## config.mk

```make
export PLATFORM = sky130hd
export DESIGN_NAME = cpc_exec_unit
export DESIGN_NICKNAME = d
export VERILOG_FILES = /design/src/rtl/cpc_pkg.sv /design/src/rtl/cpc_regfile.sv /design/src/rtl/cpc_flag_alu.sv /design/src/rtl/cpc_exec_unit.sv
export SDC_FILE = /design/constraint.sdc
export NUM_CORES = 1
export LEC_CHECK = 0
export BUFFER_PORTS_ARGS = -buffer_cell sky130_fd_sc_hd__buf_2
export CORE_UTILIZATION = 55
export DETAILED_ROUTE_END_ITERATION = 16
export HOLD_SLACK_MARGIN = 0.06
export PLACE_DENSITY = 0.7
export SLEW_MARGIN = 20
export SYNTH_ARGS = -nofsm -noshare
export SYNTH_HDL_FRONTEND = slang
export SYNTH_HIERARCHICAL = 1
export SYNTH_SLANG_ARGS = --single-unit
export TNS_END_PERCENT = 100
```

## constraint.sdc

```tcl
create_clock -name clk -period 7.3 [get_ports clk]
set_clock_uncertainty 0.05 [all_clocks]
set_input_delay 2.19 -clock clk [delete_from_list [all_inputs] [get_ports clk]]
set_output_delay 2.19 -clock clk [all_outputs]
set_load 0.02 [all_outputs]
```

## src/rtl/cpc_pkg.sv

```systemverilog
package cpc_pkg;

    parameter int unsigned DATA_W  = 8;
    parameter int unsigned REG_CNT = 32;
    localparam int unsigned IDX_W  = $clog2(REG_CNT);
    localparam int unsigned WORD_W = 16;

    // Status register layout, MSB first: I T H S V N Z C
    typedef struct packed {
        logic i;
        logic t;
        logic h;
        logic s;
        logic v;
        logic n;
        logic z;
        logic c;
    } sreg_t;

    typedef struct packed {
        logic             legal;
        logic [IDX_W-1:0] dst;
        logic [IDX_W-1:0] src;
    } dec_t;

    localparam logic [5:0] CPC_MAJOR = 6'b000001;

    function automatic dec_t decode_word(input logic [WORD_W-1:0] w);
        dec_t d;
        d.legal = (w[15:10] == CPC_MAJOR);
        d.dst   = w[8:4];
        d.src   = {w[9], w[3:0]};
        return d;
    endfunction

endpackage

```

## src/rtl/cpc_regfile.sv

```systemverilog
module cpc_regfile #(
    parameter int unsigned WIDTH = cpc_pkg::DATA_W,
    parameter int unsigned DEPTH = cpc_pkg::REG_CNT,
    localparam int unsigned AW   = $clog2(DEPTH)
) (
    input  logic             clk,
    input  logic             rst,
    input  logic             we,
    input  logic [AW-1:0]    waddr,
    input  logic [WIDTH-1:0] wdata,
    input  logic [AW-1:0]    ra_a,
    output logic [WIDTH-1:0] rd_a,
    input  logic [AW-1:0]    ra_b,
    output logic [WIDTH-1:0] rd_b,
    input  logic [AW-1:0]    ra_obs,
    output logic [WIDTH-1:0] rd_obs
);

    logic [DEPTH-1:0][WIDTH-1:0] mem;

    for (genvar g = 0; g < DEPTH; g++) begin : g_entry
        always_ff @(posedge clk) begin
            if (rst) begin
                mem[g] <= '0;
            end else if (we && (waddr == AW'(g))) begin
                mem[g] <= wdata;
            end
        end
    end

    assign rd_a   = mem[ra_a];
    assign rd_b   = mem[ra_b];
    assign rd_obs = mem[ra_obs];

    assert_rf_hold_R9: assert property (@(posedge clk) disable iff (rst)
        !we |=> (mem == $past(mem)));

    assert_rf_write_lands_R12: assert property (@(posedge clk) disable iff (rst)
        we |=> (mem[$past(waddr)] == $past(wdata)));

endmodule

```

## src/rtl/cpc_flag_alu.sv

```systemverilog
module cpc_flag_alu
    import cpc_pkg::*;
#(
    parameter int unsigned WIDTH = DATA_W
) (
    input  logic [WIDTH-1:0] op_d,
    input  logic [WIDTH-1:0] op_r,
    input  sreg_t            flags_in,
    output sreg_t            flags_out
);

    localparam int unsigned MSB = WIDTH - 1;

    logic [WIDTH-1:0] diff;
    logic [WIDTH-1:0] borrow;
    logic [WIDTH-1:0] ovf;

    always_comb begin
        diff   = op_d - op_r - WIDTH'(flags_in.c);
        borrow = (~op_d & op_r) | (op_r & diff) | (diff & ~op_d);
        ovf    = (op_d & ~op_r & ~diff) | (~op_d & op_r & diff);

        flags_out   = flags_in;
        flags_out.c = borrow[MSB];
        flags_out.h = borrow[3];
        flags_out.n = diff[MSB];
        flags_out.v = ovf[MSB];
        flags_out.s = diff[MSB] ^ ovf[MSB];
        flags_out.z = (diff == '0) ? flags_in.z : 1'b0;
    end

    always_comb begin
        assert_z_never_rises_R5: assert (flags_in.z || !flags_out.z);
    end

endmodule

```

## src/rtl/cpc_exec_unit.sv

```systemverilog
module cpc_exec_unit
    import cpc_pkg::*;
#(
    parameter int unsigned PC_W = 16
) (
    input  logic                clk,
    input  logic                rst,
    input  logic                issue,
    input  logic [WORD_W-1:0]   instr,
    input  logic                rf_we,
    input  logic [IDX_W-1:0]    rf_waddr,
    input  logic [DATA_W-1:0]   rf_wdata,
    input  logic [IDX_W-1:0]    rf_raddr,
    output logic [DATA_W-1:0]   rf_rdata,
    input  logic                sreg_we,
    input  logic [7:0]          sreg_wdata,
    output logic [7:0]          sreg,
    output logic [PC_W-1:0]     pc,
    output logic                illegal_op
);

    dec_t             dec;
    logic             fire;
    logic [DATA_W-1:0] opd;
    logic [DATA_W-1:0] opr;
    sreg_t            sreg_q;
    sreg_t            sreg_nx;
    logic [PC_W-1:0]  pc_q;
    logic             ill_q;

    assign dec  = decode_word(instr);
    assign fire = issue && dec.legal;

    cpc_regfile #(
        .WIDTH (DATA_W),
        .DEPTH (REG_CNT)
    ) u_rf (
        .clk    (clk),
        .rst    (rst),
        .we     (rf_we),
        .waddr  (rf_waddr),
        .wdata  (rf_wdata),
        .ra_a   (dec.dst),
        .rd_a   (opd),
        .ra_b   (dec.src),
        .rd_b   (opr),
        .ra_obs (rf_raddr),
        .rd_obs (rf_rdata)
    );

    cpc_flag_alu #(
        .WIDTH (DATA_W)
    ) u_alu (
        .op_d      (opd),
        .op_r      (opr),
        .flags_in  (sreg_q),
        .flags_out (sreg_nx)
    );

    always_ff @(posedge clk) begin
        if (rst) begin
            sreg_q <= '0;
            pc_q   <= '0;
            ill_q  <= 1'b0;
        end else begin
            ill_q <= issue && !dec.legal;
            if (fire) begin
                sreg_q <= sreg_nx;
                pc_q   <= pc_q + PC_W'(1);
            end else if (sreg_we && !issue) begin
                sreg_q <= sreg_t'(sreg_wdata);
            end
        end
    end

    assign sreg       = sreg_q;
    assign pc         = pc_q;
    assign illegal_op = ill_q;

    assert_pc_step_R7: assert property (@(posedge clk) disable iff (rst)
        fire |=> (pc_q == $past(pc_q) + PC_W'(1)));

    assert_illegal_holds_R8: assert property (@(posedge clk) disable iff (rst)
        (issue && !dec.legal) |=> ($stable(sreg_q) && $stable(pc_q) && ill_q));

    assert_z_sticky_R5: assert property (@(posedge clk) disable iff (rst)
        (fire && !sreg_q.z) |=> !sreg_q.z);

    assert_ti_kept_R6: assert property (@(posedge clk) disable iff (rst)
        fire |=> (sreg_q.t == $past(sreg_q.t) && sreg_q.i == $past(sreg_q.i)));

    assert_pc_idle_R7: assert property (@(posedge clk) disable iff (rst)
        !fire |=> $stable(pc_q));

endmodule

```

==> metrics.yaml, run 1 <==
cp.arrival_ns: 4.35
met3_length_um: 7460
syn2layout_area_growth_pct: 8.10
ys.flop_type: "dfxtp_1"
yosys-top-cells-area: "dfxtp_1 32%, mux4_2 31%, a21oi_1 7.9%"
worst_slack_ns: 0.714
cts_max_path_buffers: 3
route.met2.wl_um: 27000
synth_cells: 1753
maxSlewHeadroom: 0.258
path_cells: "buf_4 -> buf_4 -> mux4_2 -> mux4_2 -> mux2_2 -> buf_2"
worstPathMaxFanout: 17
cts_resized: 0
ant_nets: 0
avgViaCountPerCell: 7.42
port_buffers: 79
drt_iter0_markers: 2093
cts_setup_buffers: 0
switching_power_uw: 961
slew_viol_final: 0
num_rows: 65
final_hold_viol_count: 0
avgSynthCellArea_um2: 10.1
seq_area_frac_synth: 0.319
post-route-min-period_ns: 6.59
ir_drop_uv: 257
synth_common_cells: "281 x dfxtp_1, 278 x a21oi_1, 260 x nand3_1"
synth-seq-cells: 281
cp-end-kind: "primary output"
async_flop_share: 0
nNetsFinal: 1735
cp_data_required_time_ns: 5.06
syn-cell-area_um2: 17600
dpl.hpwl_um: 34000
die_h_um: 181
cp_top_family: "multiplexers"
cts_tree: "yes"
grt_use_total: 0.357
hold-worst-slack_ns: 0.409
power.total_mw: 3.70
grt_pass1_wl_um: 89600
rsz0062_at_grt: "no"
synth-edff-count: 0
yosysTopAreaCellShare: 0.319
combPwrFrac: 0.110
cts_sinks: 281
cap_viol_max_count: 0
dp_cells: 2039
ys_types: 52
p_seq_frac: 0.421
drtPass1Iterations: 8
gp_congestion: 0.883
core_um2: 31600
cts.clk_slew.worst_paths_ns: 0.06
remaining_drc_errors: 0
synth_area_leader_cell: "dfxtp_1"
yosys_warnings: 6
wire_per_inst_um: 27.9
gr-total-overflow: 0
routed_wirelength_um: 58500
cts.htree.levels: 1
p_per_area_nw_per_um2: 194
crit_type: "input pin to primary output"
drive_above_1_share: 0.271
multi_input_area_um2: 10900
worst-path-buf-inv: 3
grt_pass1_vias: 15000
hold_path_class: "register to register"
wl_met1_um: 20800
period_share: 0.902
slowest_delay_ns: 0.55
place_ws_ns: 0.666
holdBufCountCts: 0
tightest_slew_ns: 1.11
instances_no_fill: 2097
p_int_mw: 2.74
seqCellArea_um2: 5630
setup_tns_ns: 0
max_freq_ghz: 0.152
slowest_stage: "mux4_2"
fill_cells: 2564
highest_layer: "met5"
antenna_found_initial: 3
switching_share: 0.259
setup_viol: 0
numCtsBuffers: 31
synth.most_common_cell: "dfxtp_1"
cts-root-buf: "clkbuf_16"
pwr-share-clk: 0.470
syn-num-nets: 1817
vias: 15600
die_w_um: 181
die_area_um2: 32800
status: "completed"
startpoint_type: "input pin"
initial_core_util: 0.559
io_pins: 80
leakagePower_nw: 6.17
clk_latency_ns: 0.58
grt_max_degree: 160
worst min-delay path: cells and delay by family, from the launching register on:
kind,cells,cell delay [ns]
simple gates,1,0.05
compound gates,1,0.05
flops,1,0.31
through the flow:
stage          utilization  instance area [um^2]
2_1_floorplan            -                 17600
3_3_place_gp         0.568                 17900
3_5_place_dp         0.568                 17900
4_1_cts              0.604                 19000
5_1_grt              0.604                 19100
6_report             0.604                 19100
routing by layer:
metal / vias to the layer above / GRT usage
met5: - / 0
met4: 4 / 0.186
met3: 223 / 0.0828
met2: 1146 / 0.561
met1: 7623 / 0.462
li1: 6574 / -
sequential cells by signal, summed over array words and instances (netlist names):
signal	flops
u_rf/mem	256
illegal_op	1
pc	16
sreg	8
layout by cell type, fill, tap and decap left out, types with 21 or more instances in the layout:
cell       synthesis  final
o21ai_0          250    250
buf_4              5     38
dfxtp_1          281    281
mux4_2           240    240
clkbuf_16          0     31
a21oi_1          278    278
buf_2             24     72
mux2_2            25     25
inv_1             27     27
nand3_1          260    260
nand2_1           22     21
power groups by stage:
stage	sequential, mW	clock [mW]	combinational, mW
2_1_floorplan	1.59	0	0.273
3_3_place_gp	1.59	0	0.388
3_5_place_dp	1.59	0	0.393
4_1_cts	1.56	1.74	0.394
5_1_grt	1.56	1.81	0.421
6_report	1.56	1.74	0.406
cell families (layout without fill, tap and decap cells):
family,count (synthesis),count (layout),share of synthesized area
AO/OA/AOI/OAI,561,561,0.162
AND/OR/NAND/NOR,353,353,0.108
flip-flops,281,281,0.319
multiplexers,268,268,0.324
buffers and inverters,259,199,0.0664
adder cells (fa/ha/maj),17,17,0.0129
XOR/XNOR,14,14,0.00695
other,0,2,0
path summary, 6_finish.rpt:
| check | end | start | cells after the start | slack, ns |
|---|---|---|---|---|
| worst max-delay path | rf_rdata[3] | rf_raddr[1] | 6 | 0.71 |
| worst min-delay path | sreg[4]$_SDFFE_PP0P_ | sreg[4]$_SDFFE_PP0P_ | 2 | 0.41 |
| worst max register to register | sreg[3]$_SDFFE_PP0P_ | u_rf/mem[52]$_SDFFE_PP0P_ | 13 | 3.23 |
| worst min register to register | sreg[4]$_SDFFE_PP0P_ | sreg[4]$_SDFFE_PP0P_ | 2 | 0.41 |
area by class of cell:
type | instances | area share
clock buffer | 41 | 0.0453
tap | 402 | 0.0264
multi-input combinational | 1213 | 0.574
inverter | 27 | 0.00532
timing repair buffer | 117 | 0.0409
sequential | 281 | 0.295
clock inverter | 14 | 0.0132
antenna | 2 | 0.000263
No activity file was read; power rests on OpenSTA's default activity.
==> run 2: changes to the inputs <==
--- a/config.mk
+++ b/config.mk
@@ -5,11 +5,11 @@
 export SDC_FILE = /design/constraint.sdc
 export NUM_CORES = 1
 export LEC_CHECK = 0
-export BUFFER_PORTS_ARGS = -buffer_cell sky130_fd_sc_hd__buf_2
+export BUFFER_PORTS_ARGS = -buffer_cell sky130_fd_sc_hd__buf_4
 export CORE_UTILIZATION = 55
 export DETAILED_ROUTE_END_ITERATION = 16
 export HOLD_SLACK_MARGIN = 0.06
-export PLACE_DENSITY = 0.7
+export PLACE_DENSITY = 0.72
 export SLEW_MARGIN = 20
 export SYNTH_ARGS = -nofsm -noshare
 export SYNTH_HDL_FRONTEND = slang
==> run 2 against run 1 <==
Net effect: cell count is 0.38% higher; sequential share of layout area is 0.29 points lower; clock-buffer cell count is 6 higher; critical path type unchanged; highest routed layer is now met4.
==> metrics.yaml, run 2 (same netlist as run 1, synthesis figures left out) <==
fill_cells: 2586  # was 2564
final_core_util: 0.610  # was 0.604
reg2reg_slack_ns: 3.26  # was 3.23 ns
remaining_drc_errors: 0  # unchanged
mostFrequentLayoutCells: "281 x dfxtp_1, 278 x a21oi_1, 260 x nand3_1, 250 x o21ai_0, 240 x mux4_2"  # unchanged
port_buffers: 79  # unchanged
gp_congestion: 0.910  # was 0.883
die_h_um: 181  # unchanged
crit_type: "input pin to primary output"  # unchanged
r2r-start: "u_rf/mem[36]$_SDFFE_PP0P_"  # was u_rf/mem[52]$_SDFFE_PP0P_
drive_above_1_share: 0.273  # was 0.271
cts.htree.levels: 1  # unchanged
ff2ff_path_depth: 13  # unchanged
cts_sinks: 281  # unchanged
core_um2: 31600  # unchanged
slowest_delay_ns: 0.53  # was 0.55 ns
pwr-share-clk: 0.452  # was 0.470
clk_latency_ns: 0.60  # was 0.58 ns
period_share: 0.914  # was 0.902
routed_wirelength_um: 58800  # was 58500 um
cp_num_cells: 6  # unchanged
io_pins: 80  # unchanged
critPathLaunch: "rf_raddr[1]"  # unchanged
wire_per_inst_um: 28.0  # was 27.9 um
post-route-min-period_ns: 6.68  # was 6.59 ns
num_rows: 65  # unchanged
path_cells: "buf_4 -> buf_12 -> mux4_2 -> mux4_2 -> mux2_2 -> buf_4"  # was buf_4 -> buf_4 -> mux4_2 -> mux4_2 -> mux2_2 -> buf_2
antenna_found_initial: 1  # was 3
drtPass1Iterations: 7  # was 8
worst-path-buf-inv: 3  # unchanged
numCtsBuffers: 30  # was 31
cap_viol_max_count: 0  # unchanged
grt_max_degree: 159  # was 160
p_int_mw: 2.65  # was 2.74 mW
final_hold_viol_count: 0  # unchanged
nNetsFinal: 1741  # was 1735
grt_use_total: 0.358  # was 0.357
ant_nets: 0  # unchanged
avgViaCountPerCell: 7.50  # was 7.42
maxSlewHeadroom: 0.233  # was 0.258
largest_reg_flops: 256  # unchanged
max_freq_ghz: 0.150  # was 0.152 GHz
startpoint_type: "input pin"  # unchanged
grt_pass1_vias: 15000  # about the same
leakagePower_nw: 6.20  # was 6.17 nW
slew_viol_final: 0  # unchanged
cts_max_path_buffers: 3  # unchanged
cp_top_family: "multiplexers"  # unchanged
die_area_um2: 32800  # unchanged
setup_tns_ns: 0  # unchanged
cp_data_required_time_ns: 5.06  # about the same
drt_iter0_markers: 2280  # was 2093
die_w_um: 181  # unchanged
final_common_cell: "dfxtp_1"  # unchanged
combPwrFrac: 0.116  # was 0.110
tightest_slew_ns: 1.15  # was 1.11 ns
p_per_area_nw_per_um2: 187  # was 194 nW/um^2
vias: 15800  # was 15600
holdBufCountCts: 0  # unchanged
gr-total-overflow: 0  # unchanged
ir_drop_uv: 222  # was 257 uV
cts-root-buf: "clkbuf_16"  # unchanged
initial_core_util: 0.559  # unchanged
cts.clk_slew.worst_paths_ns: 0.06  # about the same
grt_pass1_wl_um: 90500  # was 89600 um
top_register: "u_rf/mem"  # unchanged
dpl.hpwl_um: 35200  # was 34000 um
setup_viol: 0  # unchanged
cts_setup_buffers: 0  # unchanged
switching_power_uw: 963  # was 961 uW
switching_share: 0.267  # was 0.259
hold_path_class: "register to register"  # unchanged
p_seq_frac: 0.432  # was 0.421
status: "completed"  # unchanged
slowest_stage: "mux4_2"  # unchanged
cp.arrival_ns: 4.44  # was 4.35 ns
syn2layout_area_growth_pct: 9.17  # was 8.10%
rsz0062_at_grt: "no"  # unchanged
cts_resized: 0  # unchanged
reg2reg_to: "sreg[3]$_SDFFE_PP0P_"  # unchanged
crit_end: "rf_rdata[4]"  # was rf_rdata[3]
cp-end-kind: "primary output"  # unchanged
worstPathMaxFanout: 28  # was 17
cts_tree: "yes"  # unchanged
[run 2: cell count changes in the layout (fill, tap and decap cells not counted), sizes merged]
cell,before,now
buf,116,123
clkinvlp,1,2
clkinv,6,4
bufinv,7,3
clkbuf,42,48
[run 2: stage by stage]
| step | setup WS [ns] | area (um^2) | hold slack [ns] | instances | power [mW] |
|---|---|---|---|---|---|
| floorplan | 1.20 | 17600 | 0.420 | 1753 | 1.86 |
| global placement | 0.677 | 18200 | 0.395 | 2047 | 1.99 |
| detailed placement | 0.651 | 18200 | 0.398 | 2047 | 2.00 |
| CTS | 0.620 | 19200 | 0.406 | 2103 | 3.60 |
| global route | 0.533 | 19200 | 0.423 | 2104 | 3.69 |
| finish | 0.625 | 19300 | 0.405 | 2105 | 3.61 |
[run 2: tightest hold or removal path, cell delays in order (launching register included)]
cell,delay (ns)
dfxtp_1,0.31
nand2_1,0.05
a21oi_1,0.05
[run 2: routing by layer]
metal  share of wire  routed length [um]  global-route usage
met5               0                   0                   0
met4           0.064                3760               0.200
met3            0.13                7470              0.0748
met2            0.45               26700               0.552
met1            0.36               20900               0.473
[run 2: power by group through the flow]
| stage | clock [mW] | combinational [mW] | sequential, mW |
|---|---|---|---|
| 2_1_floorplan | 0 | 0.273 | 1.59 |
| 3_3_place_gp | 0 | 0.401 | 1.59 |
| 3_5_place_dp | 0 | 0.407 | 1.59 |
| 4_1_cts | 1.63 | 0.408 | 1.56 |
| 5_1_grt | 1.69 | 0.434 | 1.56 |
| 6_report | 1.63 | 0.420 | 1.56 |
[run 2: worst min-delay path by stage]
stage | from | slack [ns] | endpoint | cells after the start
6_report | sreg[4]$_SDFFE_PP0P_ | 0.41 | sreg[4]$_SDFFE_PP0P_ | 2
5_1_grt | sreg[4]$_SDFFE_PP0P_ | 0.42 | sreg[4]$_SDFFE_PP0P_ | 2
4_1_cts | sreg[4]$_SDFFE_PP0P_ | 0.41 | sreg[4]$_SDFFE_PP0P_ | 2
3_5_place_dp | sreg[4]$_SDFFE_PP0P_ | 0.40 | sreg[4]$_SDFFE_PP0P_ | 2
3_3_place_gp | sreg[2]$_SDFFE_PP0P_ | 0.39 | sreg[2]$_SDFFE_PP0P_ | 2
2_1_floorplan | u_rf/mem[247]$_SDFFE_PP0P_ | 0.42 | u_rf/mem[247]$_SDFFE_PP0P_ | 2
[run 2: final cells by class]
type | count | area [um^2] | area share
multi-input cells | 1213 | 10900 | 0.568
flip-flops and latches | 281 | 5630 | 0.292
repair buffers | 124 | 1040 | 0.0539
clock buffers | 47 | 915 | 0.0475
well taps | 402 | 503 | 0.0261
clock inverters | 9 | 136 | 0.00708
inverters | 27 | 101 | 0.00526
diodes | 2 | 5.00 | 0.000260
